### src/rtl/rxirq_pkg.sv
package rxirq_pkg;

    // Identification codes, fixed encodings read by software
    typedef enum logic [3:0] {
        ID_NONE = 4'h1,
        ID_DATA = 4'h4,
        ID_LINE = 4'h6,
        ID_TMO  = 4'hC
    } irq_id_e;

    typedef struct packed {
        logic line;
        logic data;
        logic tmo;
    } pend_t;

    // Rank: line status first, then data available, then timeout
    function automatic irq_id_e pick_id(pend_t p);
        irq_id_e r;
        if (p.line)      r = ID_LINE;
        else if (p.data) r = ID_DATA;
        else if (p.tmo)  r = ID_TMO;
        else             r = ID_NONE;
        return r;
    endfunction

    function automatic logic any_pend(pend_t p);
        return p.line | p.data | p.tmo;
    endfunction

endpackage

### src/rtl/rxirq_trigger.sv
module rxirq_trigger #(
    parameter int LW = 5
) (
    input  logic          clk,
    input  logic          rst,
    input  logic          en,
    input  logic [LW-1:0] level,
    input  logic [LW-1:0] trig,
    output logic          avail_o
);
    logic avail_q;

    always_ff @(posedge clk) begin
        if (rst) avail_q <= 1'b0;
        else     avail_q <= en && (level >= trig);
    end

    assign avail_o = avail_q;


    avail_drop_chk: assert property (@(posedge clk) disable iff (rst)
        (level < trig) |=> !avail_q);

endmodule

### src/rtl/rxirq_timer.sv
module rxirq_timer #(
    parameter int LW       = 5,
    parameter int TO_CHARS = 4
) (
    input  logic          clk,
    input  logic          rst,
    input  logic          en,
    input  logic [LW-1:0] level,
    input  logic          push,
    input  logic          pop,
    input  logic          tick,
    output logic          tmo_o
);
    localparam int CW = $clog2(TO_CHARS + 1);
    localparam logic [CW-1:0] LIMIT = CW'(TO_CHARS);

    logic [CW-1:0] cnt_q, cnt_nxt;
    logic          flag_q, flag_nxt;
    logic          empty, restart;

    always_comb begin
        empty   = (level == '0);
        // a push only restarts while no timeout is pending
        restart = pop || (push && !flag_q) || empty;
        if (restart)
            cnt_nxt = '0;
        else if (tick && (cnt_q != LIMIT))
            cnt_nxt = cnt_q + 1'b1;
        else
            cnt_nxt = cnt_q;

        if (!en || pop || empty)
            flag_nxt = 1'b0;
        else if (cnt_nxt == LIMIT)
            flag_nxt = 1'b1;
        else
            flag_nxt = flag_q;
    end

    always_ff @(posedge clk) begin
        if (rst) begin
            cnt_q  <= '0;
            flag_q <= 1'b0;
        end else begin
            cnt_q  <= cnt_nxt;
            flag_q <= flag_nxt;
        end
    end

    assign tmo_o = flag_q;


    tmo_pop_clr_chk: assert property (@(posedge clk) disable iff (rst)
        pop |=> !flag_q);


    tmo_empty_chk: assert property (@(posedge clk) disable iff (rst)
        (level == '0) |=> (!flag_q && cnt_q == '0));


    cnt_cap_chk: assert property (@(posedge clk) disable iff (rst)
        cnt_q <= LIMIT);

endmodule

### src/rtl/rxirq_prio.sv
module rxirq_prio
    import rxirq_pkg::*;
(
    input  pend_t      pend,
    output logic [3:0] id_o,
    output logic       irq_o
);
    irq_id_e id;

    always_comb begin
        id    = pick_id(pend);
        irq_o = any_pend(pend);
    end

    assign id_o = id;

endmodule

### src/rtl/rxirq_ctrl.sv
module rxirq_ctrl
    import rxirq_pkg::*;
#(
    parameter int DEPTH    = 16,
    parameter int TO_CHARS = 4,
    parameter int LW       = $clog2(DEPTH + 1)
) (
    input  logic          clk,
    input  logic          rst,
    input  logic          fifo_en,
    input  logic          rx_ie,
    input  logic          ls_ie,
    input  logic [LW-1:0] trig_level,
    input  logic [LW-1:0] fifo_level,
    input  logic          rx_push,
    input  logic          cpu_pop,
    input  logic          rx_err,
    input  logic          char_tick,
    output logic          data_ready,
    output logic          avail_irq,
    output logic          ls_irq,
    output logic          tmo_irq,
    output logic          irq,
    output logic [3:0]    int_id
);
    logic  rx_en;
    logic  rdy_q, ls_q;
    pend_t pend;

    assign rx_en = fifo_en && rx_ie;

    rxirq_trigger #(.LW(LW)) u_trig (
        .clk     (clk),
        .rst     (rst),
        .en      (rx_en),
        .level   (fifo_level),
        .trig    (trig_level),
        .avail_o (avail_irq)
    );

    rxirq_timer #(.LW(LW), .TO_CHARS(TO_CHARS)) u_timer (
        .clk   (clk),
        .rst   (rst),
        .en    (rx_en),
        .level (fifo_level),
        .push  (rx_push),
        .pop   (cpu_pop),
        .tick  (char_tick),
        .tmo_o (tmo_irq)
    );

    always_ff @(posedge clk) begin
        if (rst) begin
            rdy_q <= 1'b0;
            ls_q  <= 1'b0;
        end else begin
            if (rx_push)                 rdy_q <= 1'b1;
            else if (fifo_level == '0)   rdy_q <= 1'b0;
            ls_q <= rx_err && ls_ie;
        end
    end

    assign data_ready = rdy_q;
    assign ls_irq     = ls_q;

    assign pend = '{line: ls_q, data: avail_irq, tmo: tmo_irq};

    rxirq_prio u_prio (
        .pend  (pend),
        .id_o  (int_id),
        .irq_o (irq)
    );


    rdy_hold_chk: assert property (@(posedge clk) disable iff (rst)
        (data_ready && fifo_level != '0) |=> data_ready);


    rx_gate_chk: assert property (@(posedge clk) disable iff (rst)
        !(fifo_en && rx_ie) |=> (!avail_irq && !tmo_irq));


    ls_follow_chk: assert property (@(posedge clk) disable iff (rst)
        (rx_err && ls_ie) |=> ls_irq);


    line_first_chk: assert property (@(posedge clk) disable iff (rst)
        ls_irq |-> (int_id == 4'h6 && irq));

endmodule

### config.mk
export PLATFORM = sky130hd
export DESIGN_NAME = rxirq_ctrl
export DESIGN_NICKNAME = d
export VERILOG_FILES = /design/src/rtl/rxirq_pkg.sv /design/src/rtl/rxirq_trigger.sv /design/src/rtl/rxirq_timer.sv /design/src/rtl/rxirq_prio.sv /design/src/rtl/rxirq_ctrl.sv
export SDC_FILE = /design/constraint.sdc
export NUM_CORES = 1
export LEC_CHECK = 0
export CAP_MARGIN = 20
export CORE_AREA = 2 2 39 41
export CTS_CLUSTER_SIZE = 14
export DETAILED_ROUTE_END_ITERATION = 8
export DIE_AREA = 0 0 41 43
export DONT_BUFFER_PORTS = 1
export MAX_ROUTING_LAYER = met4
export PLACE_DENSITY = 0.6
export RECOVER_POWER = 25
export SKIP_LAST_GASP = 1
export SYNTH_ARGS = -nofsm -noshare
export SYNTH_HDL_FRONTEND = slang
export SYNTH_HIERARCHICAL = 1
export SYNTH_SLANG_ARGS = --single-unit
### constraint.sdc
create_clock -name clk -period 1.4 [get_ports clk]
set_input_delay 0.07 -clock clk [delete_from_list [all_inputs] [get_ports clk]]
set_output_delay 0.07 -clock clk [all_outputs]
set_load 0.01 [all_outputs]
==> impl_results.md, run 1 <==
- Worst Hold End: u_timer/tmo_o
- Worst Path Arrival: 1.50 ns
- Worst-margin pin slew: between 0.3 and 0.4 ns
- Met3 Track Usage GR: 0.5236%
- Min Tclk post-route: about 1.3 ns
- Worst hold path type: primary input to register
- Worst path cell trace: inv_1 -> ha_1 -> and4b_1 -> nor3_2 -> o21ai_1 -> a21oi_1
- H-tree Lvls: 1
- Clock Skews: 0.006298 ns
- Die width: slightly above 40 um
- Setup crit end kind: register
- GRT met1 Usage: 16.13%
- CTS tree: yes
- Relative slew slack: 74.55%
- #FFs+latches synth: 7
- Routed WL: 954 um
- R2R depth: 6
- Grt met2 use: between 20% and 30%
- PortBufs: 0
- Cell area after layout: 603.1 sq um
- Syn Area/Cell: 8.133 sq um
- MaxCap Viol Count: 0
- Count leader, synth: inv_1
- Slew Limit Fails: 0
- CP top delay family: simple AND/OR/NAND/NOR gates
- Final Util: 43.58%
- Sequential share of the synthesized area: 27.79%
- Initial DRT Pass Iterations: 4
- CP Class: register to register
- Slowest CP cell: dfxtp_2
- Vias: 457
- RSZ-0062 raised after global routing: no
- Tcrit/Tclk final: 93.70%
- Async SR Flop Fraction: 0%
- Achievable Freq: 762.3 MHz
- DIE AREA: 0.001763 sq mm
- R2R setup slack: slightly below 0.09 ns
- Postcts setup bufs: 0
- List of most frequent post-synthesis cells: 9 x inv_1, 7 x dfxtp_1, 7 x ha_1, 7 x nor2_1, 5 x a21oi_1
- Critical Path RT: 1.59 ns
- Leakage: 0.2652 nW
- Initial Util: 36.44%
- Worst r2r src: u_timer/cnt_q[0]
- Post-synthesis cell count: between 60 and 70
- Synth Warn #: 6
- Total grt overflow: 0
- Largest net degree at the start of global routing: 7
- R2R Path End: u_timer/tmo_o
- P&R area growth vs syn: 19.60%
- Startpoint types: register
- Drt drc: 0
- DRT iter0 DRCs: 5
- Peak supply drop: 333.2 uV
- Setup tns final: 0 ns
- Final Hold Fails: 0
- Cell Area, Placed: 524.3 sq um
- Number of global-route vias before repair: approximately 420
- GPL Wtd Cong: 0.7184
- Clk buf depth: 2
- Hold Path Depth: 3
- Initial antenna violation count: 0
- Die height: 43 um
- All-Layer GR Usage: 14.01%
- Syn nets: 88
- Status: finished, final reports clean
- Clock-pin slew on the worst setup and hold paths: 0.06 ns
- Total Power: around 0.00047 W
- Nets@finish: 98
- Crit path buf inv count: 1
- Count of cell types in the netlist: 24
- Rows: 14
- Worst setup path start: u_timer/cnt_q[0]
- First-pass GRT wire length: around 1600 um
- GR peak layer: met2
- Routed Antenna Nets: 0
- Wire per inst: 10.97 um
- Hold Startpoint: rx_push
- Share of cells above drive strength 1: between 10% and 20%
- Worst skew pair latency: 0.25 ns
- Mapped cell area: 504.2 sq um
- Post-synth top area share: about 28%
- CTS Root Cell: clkbuf_4
- ANT cells: 0
- Ports: 28
- CORE AREA: 0.001384 sq mm
- CTS buffer count: 3
- Worst-path fanout max: 4
- Post-synth EDFFs: 0
- DPL Wire Length: ~780 um
- Main synth FF type: dfxtp_1
- Synth area leaders: dfxtp_1 28%, ha_1 17%, inv_1 6.7%
- PD cells: 780.8 mW/mm^2
- Cell taking the most area after synthesis: dfxtp_1
- Max incr delay on CP: around 0.34 ns
- CTS sink cnt: 7
- Final setup viols: 0
- Drt via density: 5.253
sequential cells by signal, indices dropped and copies added, names as in the netlist:
| name | cells |
|---|---|
| u_timer/cnt_q | 3 |
| data_ready | 1 |
| ls_irq | 1 |
| u_timer/tmo_o | 1 |
| u_trig/avail_o | 1 |
layer usage:
metal	share of wire (%)	wire length [um]	vias to the layer above
met5	0	0	-
met3	6.9	66	4
met2	46	435	19
met4	4.4	42	0
li1	-	-	236
met1	43	410	198
cell usage in the layout (no fill, tap or decap):
cell type and instances:
inv_1 9, nor2_1 7, ha_1 7, dfxtp_1 6
dlygate4sd3_1 5, a21oi_1 5, nor3_1 4, nand2_1 3
clkbuf_4 3, a211oi_1 2, or3_1 2, o21ai_1 2
and2_1 1, nor4_1 1, clkinv_2 1, nor3b_1 1
a21boi_4 1, nor3b_2 1, and4b_1 1, nor3_2 1
nand3b_1 1, xnor2_1 1, dfxtp_2 1, buf_4 1
o211ai_1 1, o21a_1 1, nor2b_1 1, a31oi_1 1
worst max-delay path by stage:
stage | slack, ns | depth (start not counted) | endpoint
6_report | 0.09 | 6 | u_timer/tmo_o
5_1_grt | 0.004 | 6 | u_timer/tmo_o
4_1_cts | 0.04 | 6 | u_timer/tmo_o
3_5_place_dp | 0.07 | 6 | u_timer/tmo_o
3_3_place_gp | 0.11 | 6 | u_timer/tmo_o
2_1_floorplan | 0.11 | 6 | u_timer/tmo_o
report_power, final:
part           switching (W)  leakage [nW]  internal, W
registers         0.00000770        0.0575     0.000205
logic              0.0000332         0.190    0.0000416
clock network      0.0000791        0.0177     0.000105
kinds of logic (layout without fill, tap and decap cells):
kind of cell,Yosys count,after routing,synth area share [%]
xor gates and xnor gates,1,1,1.737
AOI/OAI and AO/OA,13,13,17.87
buffers and inverters,10,19,8.189
and+or+nand+nor,24,24,27.05
adders and majority gates,7,7,17.37
DFF,7,7,27.79
what timing repair did:
action                                  CTS  global route
hold buffers                              5             0
gates resized for setup                   0             1
endpoints found under the setup margin    0             2
hold endpoints to repair                  4             0
stage by stage:
step | cells | worst slack (ns) | hold slack [ns]
after global routing | 87 | 0.004127 | 0.02413
after CTS | 87 | 0.04286 | 0.008159
after global placement | 78 | 0.1113 | 0.1436
final | 87 | 0.08814 | 0.01147
after floorplan | 62 | 0.1126 | 0.1415
after detailed placement | 78 | 0.06948 | 0.1463
cell type report:
type | count | area (sq um)
inverter | 9 | 33.78
timing repair buffer | 6 | 57.56
fill | 138 | 780.7
tap | 16 | 20.02
sequential | 7 | 141.4
clock buffer | 3 | 22.52
multi-input combinational | 45 | 322.8
clock inverter | 1 | 5.005
worst register-to-register path, cell delays in order (launching register included):
cell	delay [ns]
dfxtp_2	0.34
inv_1	0.09
ha_1	0.21
and4b_1	0.24
nor3_2	0.16
o21ai_1	0.08
a21oi_1	0.13
Power figures use the tool's default switching activity.
==> run 2: changes to the inputs <==
==> constraint.sdc (replaced) <==
create_clock -name clk -period 1.4 [get_ports clk]
set_input_delay 0.28 -clock clk [delete_from_list [all_inputs] [get_ports clk]]
set_output_delay 0.28 -clock clk [all_outputs]
set_load 0.01 [all_outputs]
==> run 2 against run 1 <==
Compared with the run above:
- die area is the same
- core utilization shrank 3.3 points
- register-to-register slack is essentially flat
- first-iteration DRC count grew to 2.8 times the previous value
- clock-buffer cell count is the same
- sequential power is essentially flat
- critical path depth shrank 5
- flip-flop and latch count is the same
- global-route usage shrank 0.62 points
- critical path type is now register to output pin
- critical endpoint is now irq
- highest routed layer unchanged
==> impl_results.md, run 2 (same netlist as run 1, synthesis figures left out) <==
- Final Hold Fails: 0 (unchanged)
- CP Class: register to output pin
- RSZ-0062 raised after global routing: yes
- Worst skew pair latency: 0.26 ns (about the same)
- Number of global-route vias before repair: 413 (-2.6%)
- First-pass GRT wire length: 1511 um (-5.1%)
- Critical Path RT: 1.12 ns (-0.47 ns)
- Worst-path fanout max: 5 (+1)
- DPL Wire Length: 782.6 um (unchanged)
- Total grt overflow: 0 (unchanged)
- DIE AREA: 0.001763 sq mm (unchanged)
- Worst Path Arrival: 1.06 ns (-0.44 ns)
- Slew Limit Fails: 0 (unchanged)
- H-tree Lvls: 1 (unchanged)
- Largest net degree at the start of global routing: 7 (unchanged)
- PortBufs: 0 (unchanged)
- Vias: 437 (-4.4%)
- Worst-margin pin slew: 0.3524 ns (-0.02849 ns)
- CTS Root Cell: clkbuf_4
- Crit path buf inv count: 0 (-1)
- Max reg flops: 3 (unchanged)
- Max incr delay on CP: 0.44 ns (+0.10 ns)
- Routed Antenna Nets: 0 (unchanged)
- Clock-pin slew on the worst setup and hold paths: 0.06 ns (about the same)
- All-Layer GR Usage: 13.39% (-0.62 points)
- Worst path cell trace: or3_1
- Leakage: 0.2488 nW (-6.2%)
- DRT iter0 DRCs: 14 (+9)
- Ports: 28 (unchanged)
- Routed WL: 908 um (-4.8%)
- Min Tclk post-route: 1.344 ns (+0.03243 ns)
- Drt via density: 5.329 (+1.5%)
- CTS sink cnt: 7 (unchanged)
- Most frequent cells in the layout: 9 x inv_1, 7 x nor2_1, 7 x ha_1
- Die height: 43 um (unchanged)
- Startpoint types: register
- Worst hold path type: primary input to register
- Hold Slack: 0.08593 ns (+0.07446 ns)
- Nets@finish: 93 (-5.1%)
- Slowest CP cell: or3_1
- Achievable Freq: 743.9 MHz (-2.4%)
- Clk buf depth: 2 (unchanged)
- CP top delay family: simple AND/OR/NAND/NOR gates
- Wire per inst: 11.07 um (+0.98%)
- Setup tns final: 0 ns (unchanged)
- PD cells: 822.0 mW/mm^2 (+5.3%)
- Initial antenna violation count: 0 (unchanged)
- Initial DRT Pass Iterations: 4 (unchanged)
- GPL Wtd Cong: 0.7184 (unchanged)
- Drt drc: 0 (unchanged)
- Clock Skews: 0.007026 ns (+0.0007281 ns)
- Status: finished, final reports clean
- Biggest register: u_timer/cnt_q
- Rows: 14 (unchanged)
- CORE AREA: 0.001384 sq mm (unchanged)
- Share of cells above drive strength 1: 15.15% (+2.5 points)
- CTS buffer count: 3 (unchanged)
- Die width: 41 um (unchanged)
- MaxCap Viol Count: 0 (unchanged)
- Peak supply drop: 331.9 uV (-0.38%)
- CTS tree: yes
- Tcrit/Tclk final: 96.02% (+2.3 points)
- P&R area growth vs syn: 10.67%
- Initial Util: 36.44% (unchanged)
- Relative slew slack: 76.32% (+1.8 points)
- Setup crit end kind: output pin
- Final setup viols: 0 (unchanged)
- Most common cell after layout, fill and taps aside: inv_1
- Fillers: 141 (+2.2%)
- ANT cells: 0 (unchanged)
run 2: changes by cell type in the layout (fill, tap and decap cells not counted):
cell	delta
dlygate4sd3_1	-5
nor3b_1	-1
nor3b_2	+1
run 2: layout make-up:
cell class	instances	area (sq um)	share of cell area (%)
timing repair buffer	1	7.507	1.345
sequential	7	141.4	25.34
inverter	9	33.78	6.054
clock inverter	1	5.005	0.8969
tap	16	20.02	3.587
multi-input combinational	45	327.8	58.74
clock buffer	3	22.52	4.036
run 2: what timing repair did:
action	CTS	global route
hold buffers	0	0
setup buffers	0	0
hold endpoints to repair	0	0
gates resized for setup	0	2
endpoints found under the setup margin	0	3
run 2: path summary, 6_finish.rpt:
kind	start	endpoint	slack [ns]	depth (start not counted)
max	u_trig/avail_o	irq	0.06	1
min	rst	data_ready	0.09	1
max reg2reg	u_timer/cnt_q[0]	u_timer/tmo_o	0.09	6
min reg2reg	data_ready	data_ready	0.54	2
run 2: routing by layer:
| metal | track usage [%] | vias up | wire, um |
|---|---|---|---|
| met2 | 19.38 | 19 | 416 |
| met3 | 0.5236 | 4 | 65 |
| li1 | - | 225 | - |
| met1 | 14.84 | 189 | 384 |
| met4 | 14.00 | 0 | 42 |
| met5 | - | - | 0 |
run 2: metrics by stage:
step	util (%)	instances	instance area, sq um	setup slack, ns	total power (W)
2_1_floorplan	-	62	504.2	0.1126	0.0002695
3_3_place_gp	37.88	78	524.3	0.1113	0.0002778
3_5_place_dp	37.88	78	524.3	0.06948	0.0002790
4_1_cts	39.87	82	551.8	0.02630	0.0004647
5_1_grt	40.33	82	558.0	-0.0002373	0.0004827
6_report	40.33	82	558.0	0.05571	0.0004587
run 2: where the power goes:
| part | total, W | switching, W | internal (W) |
|---|---|---|---|
| Combinational | 0.0000616 | 0.0000298 | 0.0000318 |
| Sequential | 0.000213 | 0.00000801 | 0.000205 |
| Clock | 0.000184 | 0.0000797 | 0.000105 |
==> run 3: changes to the inputs <==
Settings changed: ABC_CLOCK_PERIOD_IN_PS from default to 1400, PLACE_DENSITY 0.6 to 0.5.
==> run 3 against run 2 <==
Compared with the run above:
- final area down 1.6%
- sequential power about the same
- register-to-register slack worse by 0.02 ns
- flip-flop and latch count unchanged
- via count down 3.0%
- worst hold slack better by 0.011 ns
- clock-buffer cell count up 1
- total power down 1.0%
- maximum frequency up 0.25%
- die area unchanged
- critical path type unchanged
==> impl_results.md, run 3 (same netlist as run 1, synthesis figures left out) <==
- Status: finished, final reports clean
- Cell area after layout: 549.3 sq um (-1.6%)
- Worst hold path type: primary input to register
- First-pass GRT wire length: 1559 um (+3.2%)
- Critical Path RT: 1.12 ns (about the same)
- Leakage: 0.2409 nW (-3.2%)
- Drt drc: 0 (unchanged)
- Rows: 14 (unchanged)
- Relative slew slack: 76.69% (+0.36 points)
- Most frequent cells in the layout: 9 x inv_1, 7 x nor2_1, 7 x ha_1
- CTS sink cnt: 7 (unchanged)
- Hold Buf Count CTS: 0 (unchanged)
- Tcrit/Tclk final: 95.78% (-0.24 points)
- Setup crit end kind: output pin
- Min Tclk post-route: 1.341 ns (-0.003315 ns)
- Peak supply drop: 283.1 uV (-15%)
- Final setup viols: 0 (unchanged)
- P&R area growth vs syn: 8.933%
- Max incr delay on CP: 0.44 ns (about the same)
- Initial antenna violation count: 0 (unchanged)
- Worst Path Arrival: 1.06 ns (about the same)
- Final Hold Fails: 0 (unchanged)
- MaxCap Viol Count: 0 (unchanged)
- Worst path cell trace: or3_1
- Clock-pin slew on the worst setup and hold paths: 0.05 ns (about the same)
- CP Class: register to output pin
- P_sw: 0.0001102 W (-6.2%)
- Drt via density: 5.235 (-1.8%)
- CTS Root Cell: clkbuf_4
- PortBufs: 0 (unchanged)
- Most common cell after layout, fill and taps aside: inv_1
- CTS tree: yes
- Number of global-route vias before repair: 435 (+5.3%)
- DIE AREA: 0.001763 sq mm (unchanged)
- Wire per inst: 11.84 um (+6.9%)
- Clock network power share: 39.7% (-0.5 points)
- All-Layer GR Usage: 14.09% (+0.71 points)
- Sequential Power Share: 47.0% (+0.6 points)
- DRT iter0 DRCs: 3 (-11)
- ANT cells: 0 (unchanged)
- Total grt overflow: 0 (unchanged)
- Total Power: 0.0004541 W (-1.0%)
- DPL Wire Length: 824.3 um (+5.3%)
- Initial Util: 36.44% (unchanged)
- CORE AREA: 0.001384 sq mm (unchanged)
- PD cells: 826.7 mW/mm^2 (+0.56%)
- Logic pwr share: 13.3% (about the same)
- Biggest register: u_timer/cnt_q
- Largest net degree at the start of global routing: 7 (unchanged)
- Nets@finish: 92 (-1.1%)
- Initial DRT Pass Iterations: 2 (-2)
- Worst-margin pin slew: 0.3470 ns (-0.005406 ns)
- Achievable Freq: 745.7 MHz (+0.25%)
- CTS buffer count: 3 (unchanged)
- RSZ-0062 raised after global routing: yes
- Die width: 41 um (unchanged)
- Routed WL: 959 um (+5.6%)
- Worst-path fanout max: 5 (unchanged)
- Max reg flops: 3 (unchanged)
- Slowest CP cell: or3_1
- Int Pwr: 0.0003438 W (+0.77%)
- CP top delay family: simple AND/OR/NAND/NOR gates
- Switching share of power: 24.28% (-1.3 points)
- Cell Area, Placed: 516.7 sq um (-1.4%)
- Worst skew pair latency: 0.25 ns (about the same)
- Slew Limit Fails: 0 (unchanged)
- Postcts setup bufs: 0 (unchanged)
- Ports: 28 (unchanged)
- H-tree Lvls: 1 (unchanged)
- Startpoint types: register
- GPL Wtd Cong: 0.6461 (-10%)
- Share of cells above drive strength 1: 12.31% (-2.8 points)
- Die height: 43 um (unchanged)
- Clk buf depth: 2 (unchanged)
- Crit path buf inv count: 0 (unchanged)
- Vias: 424 (-3.0%)
- Routed Antenna Nets: 0 (unchanged)
- Clock Skews: 0.003442 ns (-0.003584 ns)
## run 3: cell count changes in the layout (fill, tap and decap cells not counted)
cell      delta
buf_4        -1
clkbuf_1     +1
clkinv_2     -1
## run 3: through the flow
| stage | utilization [%] | TNS (ns) | hold WS (ns) | instances | worst slack (ns) |
|---|---|---|---|---|---|
| 3_3_place_gp | 37.34 | 0 | 0.3555 | 77 | 0.05533 |
| 3_5_place_dp | 37.34 | 0 | 0.3578 | 77 | 0.009541 |
| 5_1_grt | 39.69 | -0.04881 | 0.08218 | 81 | -0.04300 |
| 6_report | 39.69 | 0 | 0.09694 | 81 | 0.05903 |
| 4_1_cts | 39.33 | 0 | 0.08879 | 81 | 0.04463 |
| 2_1_floorplan | - | 0 | 0.3515 | 62 | 0.1126 |
## run 3: final timing paths
check                                      start  slack [ns]                to  cells after the start
worst max-delay path              u_trig/avail_o        0.06               irq                      1
worst min-delay path                         rst         0.1        data_ready                      1
worst max register to register  u_timer/cnt_q[0]        0.07     u_timer/tmo_o                      6
worst min register to register  u_timer/cnt_q[0]        0.54  u_timer/cnt_q[0]                      2
## run 3: final cells by class
type                            count  area, sq um
Fill cell                         163        834.6
Multi-Input combinational cell     45        327.8
Clock buffer                        4        26.28
Inverter                            9        33.78
Sequential cell                     7        141.4
Tap cell                           16        20.02
## run 3: power groups by stage
stage | combinational, W | clock [W] | sequential, W
floorplan | 0.0000547 | 0 | 0.000215
global placement | 0.0000610 | 0 | 0.000217
detailed placement | 0.0000619 | 0 | 0.000217
CTS | 0.0000622 | 0.000190 | 0.000213
global route | 0.0000722 | 0.000205 | 0.000214
finish | 0.0000605 | 0.000180 | 0.000213
## run 3: metal layers
| layer | wire, um | track usage [%] | up-vias |
|---|---|---|---|
| met2 | 433 | 19.69 | 24 |
| li1 | - | - | 219 |
| met3 | 78 | 4.188 | 4 |
| met4 | 31 | 14.00 | 0 |
| met5 | 0 | - | - |
| met1 | 415 | 14.47 | 177 |
## run 3: what timing repair did
item                                    4_1_cts  5_1_grt
pin swaps                                     0        1
resized for setup                             1        1
endpoints found under the setup margin        1        2
